**src/rtl/pin_scan_ctl.sv**
```systemverilog
module pin_scan_ctl #(
  parameter int N_TRI = 4,
  parameter int N_IN  = 2
) (
  input  logic             scan_en,
  input  logic             trst_n,
  input  logic             tck_sclk,
  input  logic             tms_mode,
  input  logic             tdi_sdi,
  output logic             tdo_sdo,
  output logic             tdo_oe,
  input  logic [N_TRI-1:0] core_out,
  input  logic [N_TRI-1:0] core_oe,
  input  logic [N_TRI-1:0] pad_in,
  input  logic [N_IN-1:0]  in_pin,
  output logic [N_TRI-1:0] pad_out,
  output logic [N_TRI-1:0] pad_oe,
  output logic             prog_active,
  output logic             prog_sclk,
  output logic             prog_ctl,
  output logic             prog_sdi,
  input  logic             prog_sdo,
  input  logic             prog_sdo_oe
);
  localparam int CHAIN = 3*N_TRI + N_IN;
  localparam logic [3:0] OP_EXTEST = 4'b0000;
  localparam logic [3:0] OP_SAMPLE = 4'b0010;
  localparam logic [3:0] OP_BYPASS = 4'b1111;

  typedef enum logic [3:0] {
    EX2_DR = 4'h0, EX1_DR = 4'h1, SH_DR  = 4'h2, PAU_DR = 4'h3,
    SEL_IR = 4'h4, UPD_DR = 4'h5, CAP_DR = 4'h6, SEL_DR = 4'h7,
    EX2_IR = 4'h8, EX1_IR = 4'h9, SH_IR  = 4'hA, PAU_IR = 4'hB,
    RTI    = 4'hC, UPD_IR = 4'hD, CAP_IR = 4'hE, TLR    = 4'hF
  } tap_e;

  tap_e st, nx;
  logic [3:0]       ir, ir_sr;
  logic             byp, tdo_r, tdo_en_r;
  logic [CHAIN-1:0] bsr, cap;
  logic [N_TRI-1:0] upd_out, upd_oe;
  logic             sel_bsr, extest;

  assign extest  = (ir == OP_EXTEST);
  assign sel_bsr = extest || (ir == OP_SAMPLE);

  always_comb begin
    unique case (st)
      TLR:    nx = tms_mode ? TLR    : RTI;
      RTI:    nx = tms_mode ? SEL_DR : RTI;
      SEL_DR: nx = tms_mode ? SEL_IR : CAP_DR;
      CAP_DR: nx = tms_mode ? EX1_DR : SH_DR;
      SH_DR:  nx = tms_mode ? EX1_DR : SH_DR;
      EX1_DR: nx = tms_mode ? UPD_DR : PAU_DR;
      PAU_DR: nx = tms_mode ? EX2_DR : PAU_DR;
      EX2_DR: nx = tms_mode ? UPD_DR : SH_DR;
      UPD_DR: nx = tms_mode ? SEL_DR : RTI;
      SEL_IR: nx = tms_mode ? TLR    : CAP_IR;
      CAP_IR: nx = tms_mode ? EX1_IR : SH_IR;
      SH_IR:  nx = tms_mode ? EX1_IR : SH_IR;
      EX1_IR: nx = tms_mode ? UPD_IR : PAU_IR;
      PAU_IR: nx = tms_mode ? EX2_IR : PAU_IR;
      EX2_IR: nx = tms_mode ? UPD_IR : SH_IR;
      default: nx = tms_mode ? SEL_DR : RTI;
    endcase
  end

  genvar gi;
  generate
    for (gi = 0; gi < N_TRI; gi++) begin : g_tri
      assign cap[3*gi]   = pad_in[gi];
      assign cap[3*gi+1] = core_out[gi];
      assign cap[3*gi+2] = core_oe[gi];
      assign pad_out[gi] = extest ? upd_out[gi] : core_out[gi];
      assign pad_oe[gi]  = scan_en & (extest ? upd_oe[gi] : core_oe[gi]);
    end
    for (gi = 0; gi < N_IN; gi++) begin : g_in
      assign cap[3*N_TRI+gi] = in_pin[gi];
    end
  endgenerate

  always_ff @(posedge tck_sclk or negedge trst_n) begin
    if (!trst_n) st <= TLR;
    else if (scan_en) st <= nx;
  end

  always_ff @(posedge tck_sclk or negedge trst_n) begin
    if (!trst_n) begin
      ir_sr <= '0;
      byp   <= 1'b0;
      bsr   <= '0;
    end else if (scan_en) begin
      case (st)
        CAP_IR: ir_sr <= 4'b0001;
        SH_IR:  ir_sr <= {tdi_sdi, ir_sr[3:1]};
        CAP_DR: begin
          byp <= 1'b0;
          if (sel_bsr) bsr <= cap;
        end
        SH_DR: begin
          byp <= tdi_sdi;
          if (sel_bsr) bsr <= {tdi_sdi, bsr[CHAIN-1:1]};
        end
        default: ;
      endcase
    end
  end

  always_ff @(negedge tck_sclk or negedge trst_n) begin
    if (!trst_n) begin
      ir       <= OP_BYPASS;
      upd_out  <= '0;
      upd_oe   <= '0;
      tdo_r    <= 1'b0;
      tdo_en_r <= 1'b0;
    end else if (scan_en) begin
      tdo_en_r <= (st == SH_DR) || (st == SH_IR);
      tdo_r    <= (st == SH_IR) ? ir_sr[0] : (sel_bsr ? bsr[0] : byp);
      if (st == TLR) ir <= OP_BYPASS;
      else if (st == UPD_IR) ir <= ir_sr;
      if (st == UPD_DR && sel_bsr) begin
        for (int i = 0; i < N_TRI; i++) begin
          upd_out[i] <= bsr[3*i+1];
          upd_oe[i]  <= bsr[3*i+2];
        end
      end
    end
  end

  assign tdo_sdo     = scan_en ? tdo_r    : prog_sdo;
  assign tdo_oe      = scan_en ? tdo_en_r : prog_sdo_oe;
  assign prog_active = ~scan_en;
  assign prog_sclk   = ~scan_en & tck_sclk;
  assign prog_ctl    = ~scan_en & tms_mode;
  assign prog_sdi    = ~scan_en & tdi_sdi;
endmodule

```
**config.mk**
```make
export PLATFORM = sky130hd
export DESIGN_NAME = pin_scan_ctl
export DESIGN_NICKNAME = d
export VERILOG_FILES = /design/src/rtl/pin_scan_ctl.sv
export SDC_FILE = /design/constraint.sdc
export NUM_CORES = 1
export LEC_CHECK = 0
export CAP_MARGIN = 20
export CORE_UTILIZATION = 51
export CTS_CLUSTER_DIAMETER = 30
export CTS_CLUSTER_SIZE = 12
export DETAILED_ROUTE_END_ITERATION = 8
export GPL_TIMING_DRIVEN = 0
export PLACE_DENSITY = 0.79
export SYNTH_ARGS = -nofsm -noshare
export SYNTH_HDL_FRONTEND = slang
export SYNTH_SLANG_ARGS = --single-unit
```
**constraint.sdc**
```tcl
create_clock -name tck_sclk -period 1.9 [get_ports tck_sclk]
set_input_delay 0.19 -clock tck_sclk [delete_from_list [all_inputs] [get_ports tck_sclk]]
set_output_delay 0.19 -clock tck_sclk [all_outputs]
set_load 0.01 [all_outputs]
```
* Word level (Yosys, flattened, before mapping) *
Cells that the tools add are included.

operators by class
  equality and inequality tests = 17
  multiplexer cells = 32
  bitwise gates (word level) = 8
  reductions and logical operators = 15

operators by type and width
  kind                                           number
  case mux 4 bit (11 select lines)               1
  == test 4 bit, second input constant           7
  2-to-1 mux 14 bit                              2
  case mux 14 bit (2 select lines)               1
  == test 4 x 3 -> 1 bit, second input constant  4
  2-to-1 mux 1 bit                               13
  == test 4 x 2 -> 1 bit, second input constant  3
  2-to-1 mux 2 bit                               6
  2-to-1 mux 3 bit                               4
  2-to-1 mux 4 bit                               3
  zero test 4 bit                                2
  case mux 4 bit (2 select lines)                1
  AND reduction 2 bit                            4
  AND 1 bit                                      7
  nonzero test 2 bit                             3
  == test 4 x 1 -> 1 bit, second input constant  1
  inequality test 2 bit, second input constant   2
  AND reduction 4 bit                            1
  OR reduction 2 bit                             2
  logical OR 1 bit                               2
  case mux 1 bit (2 select lines)                1
  logical AND 1 bit                              1
  inverter 1 bit                                 1

storage, ports and cells
  flip-flop bits (word level) = 37

* Logic depth before layout (Yosys ltp) *
  depth in word-level cells = 4
  gate-level depth with buffers = 7

==> run_results.csv <==
group,metric,value,unit
synthesis,synth-seq-cells,37,
global_routing,antenna_found_initial,0,
synthesis,synth_top_family_by_area,"multiplexers",
route,avgRoutedWirePerCell,20.3,um
global_routing,grt.total_usage,29.9,%
global_routing,grt_pass1_wl,8910,um
synthesis,ys_warn_count,0,
clocking,cts-buffers-inserted,5,
setup_path,crit_fanout,8,
synthesis,syn_avg_cell_area,10.5,um^2
setup_path,r2r_setup_slack,-620,ps
setup_path,reg2reg_depth,6,
synthesis,syn_nets,200,
synthesis,synth_fa_ha_area_share,0,%
setup_path,cp.arrival,2740,ps
global_routing,grt_max_degree,38,
route,ant_nets,0,
placed_design,dp_slack,-1210,ps
synthesis,yosysUniqueCellTypes,33,
timing,fin_hold_ws,-14.7,ps
synthesis,synth-xor-area-share,0,%
placed_design,place_hpwl,2970,um
synthesis,synth_area,1880,um^2
setup_path,cp-startpoint,"ir[2]",
setup_path,cpPeakStageDelay,420,ps
floorplanning,start_util,54.7,%
placed_design,routabilityCongestion,0.858,
power,p_leak,1.33,nW
floorplanning,ios,35,
clocking,postCtsHoldBufs,0,
placed_design,dpl.cell_count,259,
floorplanning,row_count,21,
finish,final_cell_count_no_fill,302,
timing,tightestPinTransition,824,ps
timing,report.final.slew_viol_count,0,
placed_design,io_buffer_count,34,
timing,setup_slack,-1030,ps
floorplanning,die_w,62.8,um
synthesis,synth_cells,179,
synthesis,synthSimpleGateAreaFrac,16.7,%
power,power,4.75,mW
worst_hold_path,hp-class,"input pin to async pin",
outcome,violations,"hold timing, setup timing",
finish,num_antenna_cells,0,
setup_path,cp_cell_sequence,"nor4_4, buf_12, buf_6, mux2_4, buf_6",
clocking,clk_latency,390,ps
setup_path,slowest_stage,"dfstp_2",
clocking,h-tree-depth,2,
finish,final_common_cell,"buf_6",
clocking,cts_buffer_depth,2,
setup_path,r2r_end,"bsr[2]",
synthesis,synth_compound_area_share,11.4,%
global_routing,grt_pass1_vias,1767,
setup_path,endpoint,"pad_out[3]",
global_routing,gr-total-overflow,0,
finish,nNetsFinal,276,
finish,post-route-util,84.7,%
power,ir_drop,0.922,mV
outcome,status,"finished, violations left",
synthesis,ys_seq_area_share,49.7,%
timing,setup_viol,38,
route,drtIter0Drc,154,
run,max_cap_violations,0,
setup_path,required,1710,ps
timing,hold_viol,15,
clocking,clkTransAtPathRegs,90,ps
power,power.density,1630,nW/um^2
setup_path,path_class,"flop to primary output",
finish,area_growth,54.9,%
clocking,root_buffer,"clkbuf_8",
setup_path,reg2reg_from,"ir[2]",
timing,skew,96.6,ps
route,drc,0,
route,viasPerCell,5.87,
route,drt-pass1-iter-count,5,
floorplanning,die_h,62.8,um
timing,relSlewSlack,45.1,%
finish,drive_above_1_share,47.3,%
setup_path,crit_top_cell,"buf_6",
floorplanning,die_area,3940,um^2
synthesis,synthMuxAreaShare,17.9,%
timing,rsz0062_at_grt,"yes",
clocking,cts_tree,"built",
finish,final_cell_mix,"22 x buf_6, 21 x clkdlybuf4s50_1, 20 x buf_4, 19 x dfrtp_1, 17 x mux2i_1",
route,wirelength,6120,um
floorplanning,core,3440,um^2
route,vias,1773,
finish,fillers,169,
setup_path,critPathLaunchType,"flop",
setup_path,setup.worst_path.end_class,"primary output",
per-layer routing:
| layer | GRT usage (%) | up-vias | wire length [um] |
|---|---|---|---|
| met5 | 0 | - | 0 |
| li1 | - | 778 | - |
| met3 | 7.66 | 23 | 370 |
| met4 | 11.6 | 0 | 227 |
| met2 | 47.6 | 87 | 3020 |
| met1 | 38.9 | 885 | 2500 |
worst min-delay path by stage:
stage / startpoint / end / slack (ps) / depth (start not counted)
2_1_floorplan: trst_n / bsr[0] / -110 / 0
3_3_place_gp: tdo_r / tdo_r / 440 / 1
3_5_place_dp: trst_n / bsr[0] / 330 / 1
4_1_cts: trst_n / bsr[0] / 10 / 1
5_1_grt: trst_n / bsr[6] / 40 / 1
6_report: trst_n / bsr[2] / -10 / 1
repair_timing:
item	CTS	global route
setup endpoints to repair	42	38
pin swaps	7	4
buffers inserted	25	5
gates cloned	2	0
gates resized for setup	76	34
registers in the layout, indices dropped and copies added, names as in the netlist:
signal / flops
bsr: 14
byp: 1
ir: 4
ir_sr: 4
st: 4
tdo_en_r: 1
tdo_r: 1
upd_oe: 4
upd_out: 4
critical path, delay by kind of cell (launching register included):
| family | cells | cell delay, ps |
|---|---|---|
| DFF | 1 | 420 |
| buffers and inverters | 3 | 390 |
| muxes | 1 | 300 |
| and+or+nand+nor | 1 | 280 |
power breakdown:
group,internal [mW],switching [mW],leakage [nW]
Combinational,1.36,1.07,0.784
Sequential,1.22,0.364,0.461
Clock,0.363,0.374,0.0877
Total,2.94,1.81,1.33
layout make-up:
type | instances | area (um^2) | area share [%]
plain buffers | 8 | 100 | 3.43
inverters | 3 | 15.0 | 0.515
well taps | 46 | 57.6 | 1.97
multi-input cells | 129 | 1060 | 36.5
clock buffers | 7 | 103 | 3.52
clock inverters | 7 | 31.3 | 1.07
repair buffers | 65 | 609 | 20.9
flip-flops and latches | 37 | 936 | 32.1
cell families after synthesis:
kind of cell,after synthesis
AO/OA/AOI/OAI,39
buffers and inverters,13
flip-flops,37
multiplexers,32
AND/OR/NAND/NOR,58
cell usage after synthesis, drive strengths merged:
cell	instances	share of area [%]
o21ai	29	7.7
nand2	25	5.0
dfrtp	19	25
mux2i	18	9.6
mux2	14	8.4
nor2	13	2.6
dfrtn	10	13
dfstp	8	11
buf	6	2.8
a21oi	4	1.1
nand2b	4	1.3
nand3	4	1.6
clkbuf	3	0.60
inv	3	0.60
and2b	2	0.80
nor2b	2	0.66
nor3	2	0.53
nor4	2	2.3
a221oi	1	0.47
a22o	1	0.47
a32oi	1	0.47
and3	1	0.33
clkinv	1	0.20
nand4	1	0.33
nor3b	1	1.0
o211ai	1	0.40
o21a	1	0.40
o2bb2ai	1	0.47
or3	1	0.33
per-stage QoR:
stage	instance area, um^2	TNS [ps]
floorplan	1970	-14600
global placement	2370	-42550
detailed placement	2360	-28570
CTS	2760	-20720
global route	2920	-24460
finish	2920	-23200
Power figures use the tool's default switching activity.
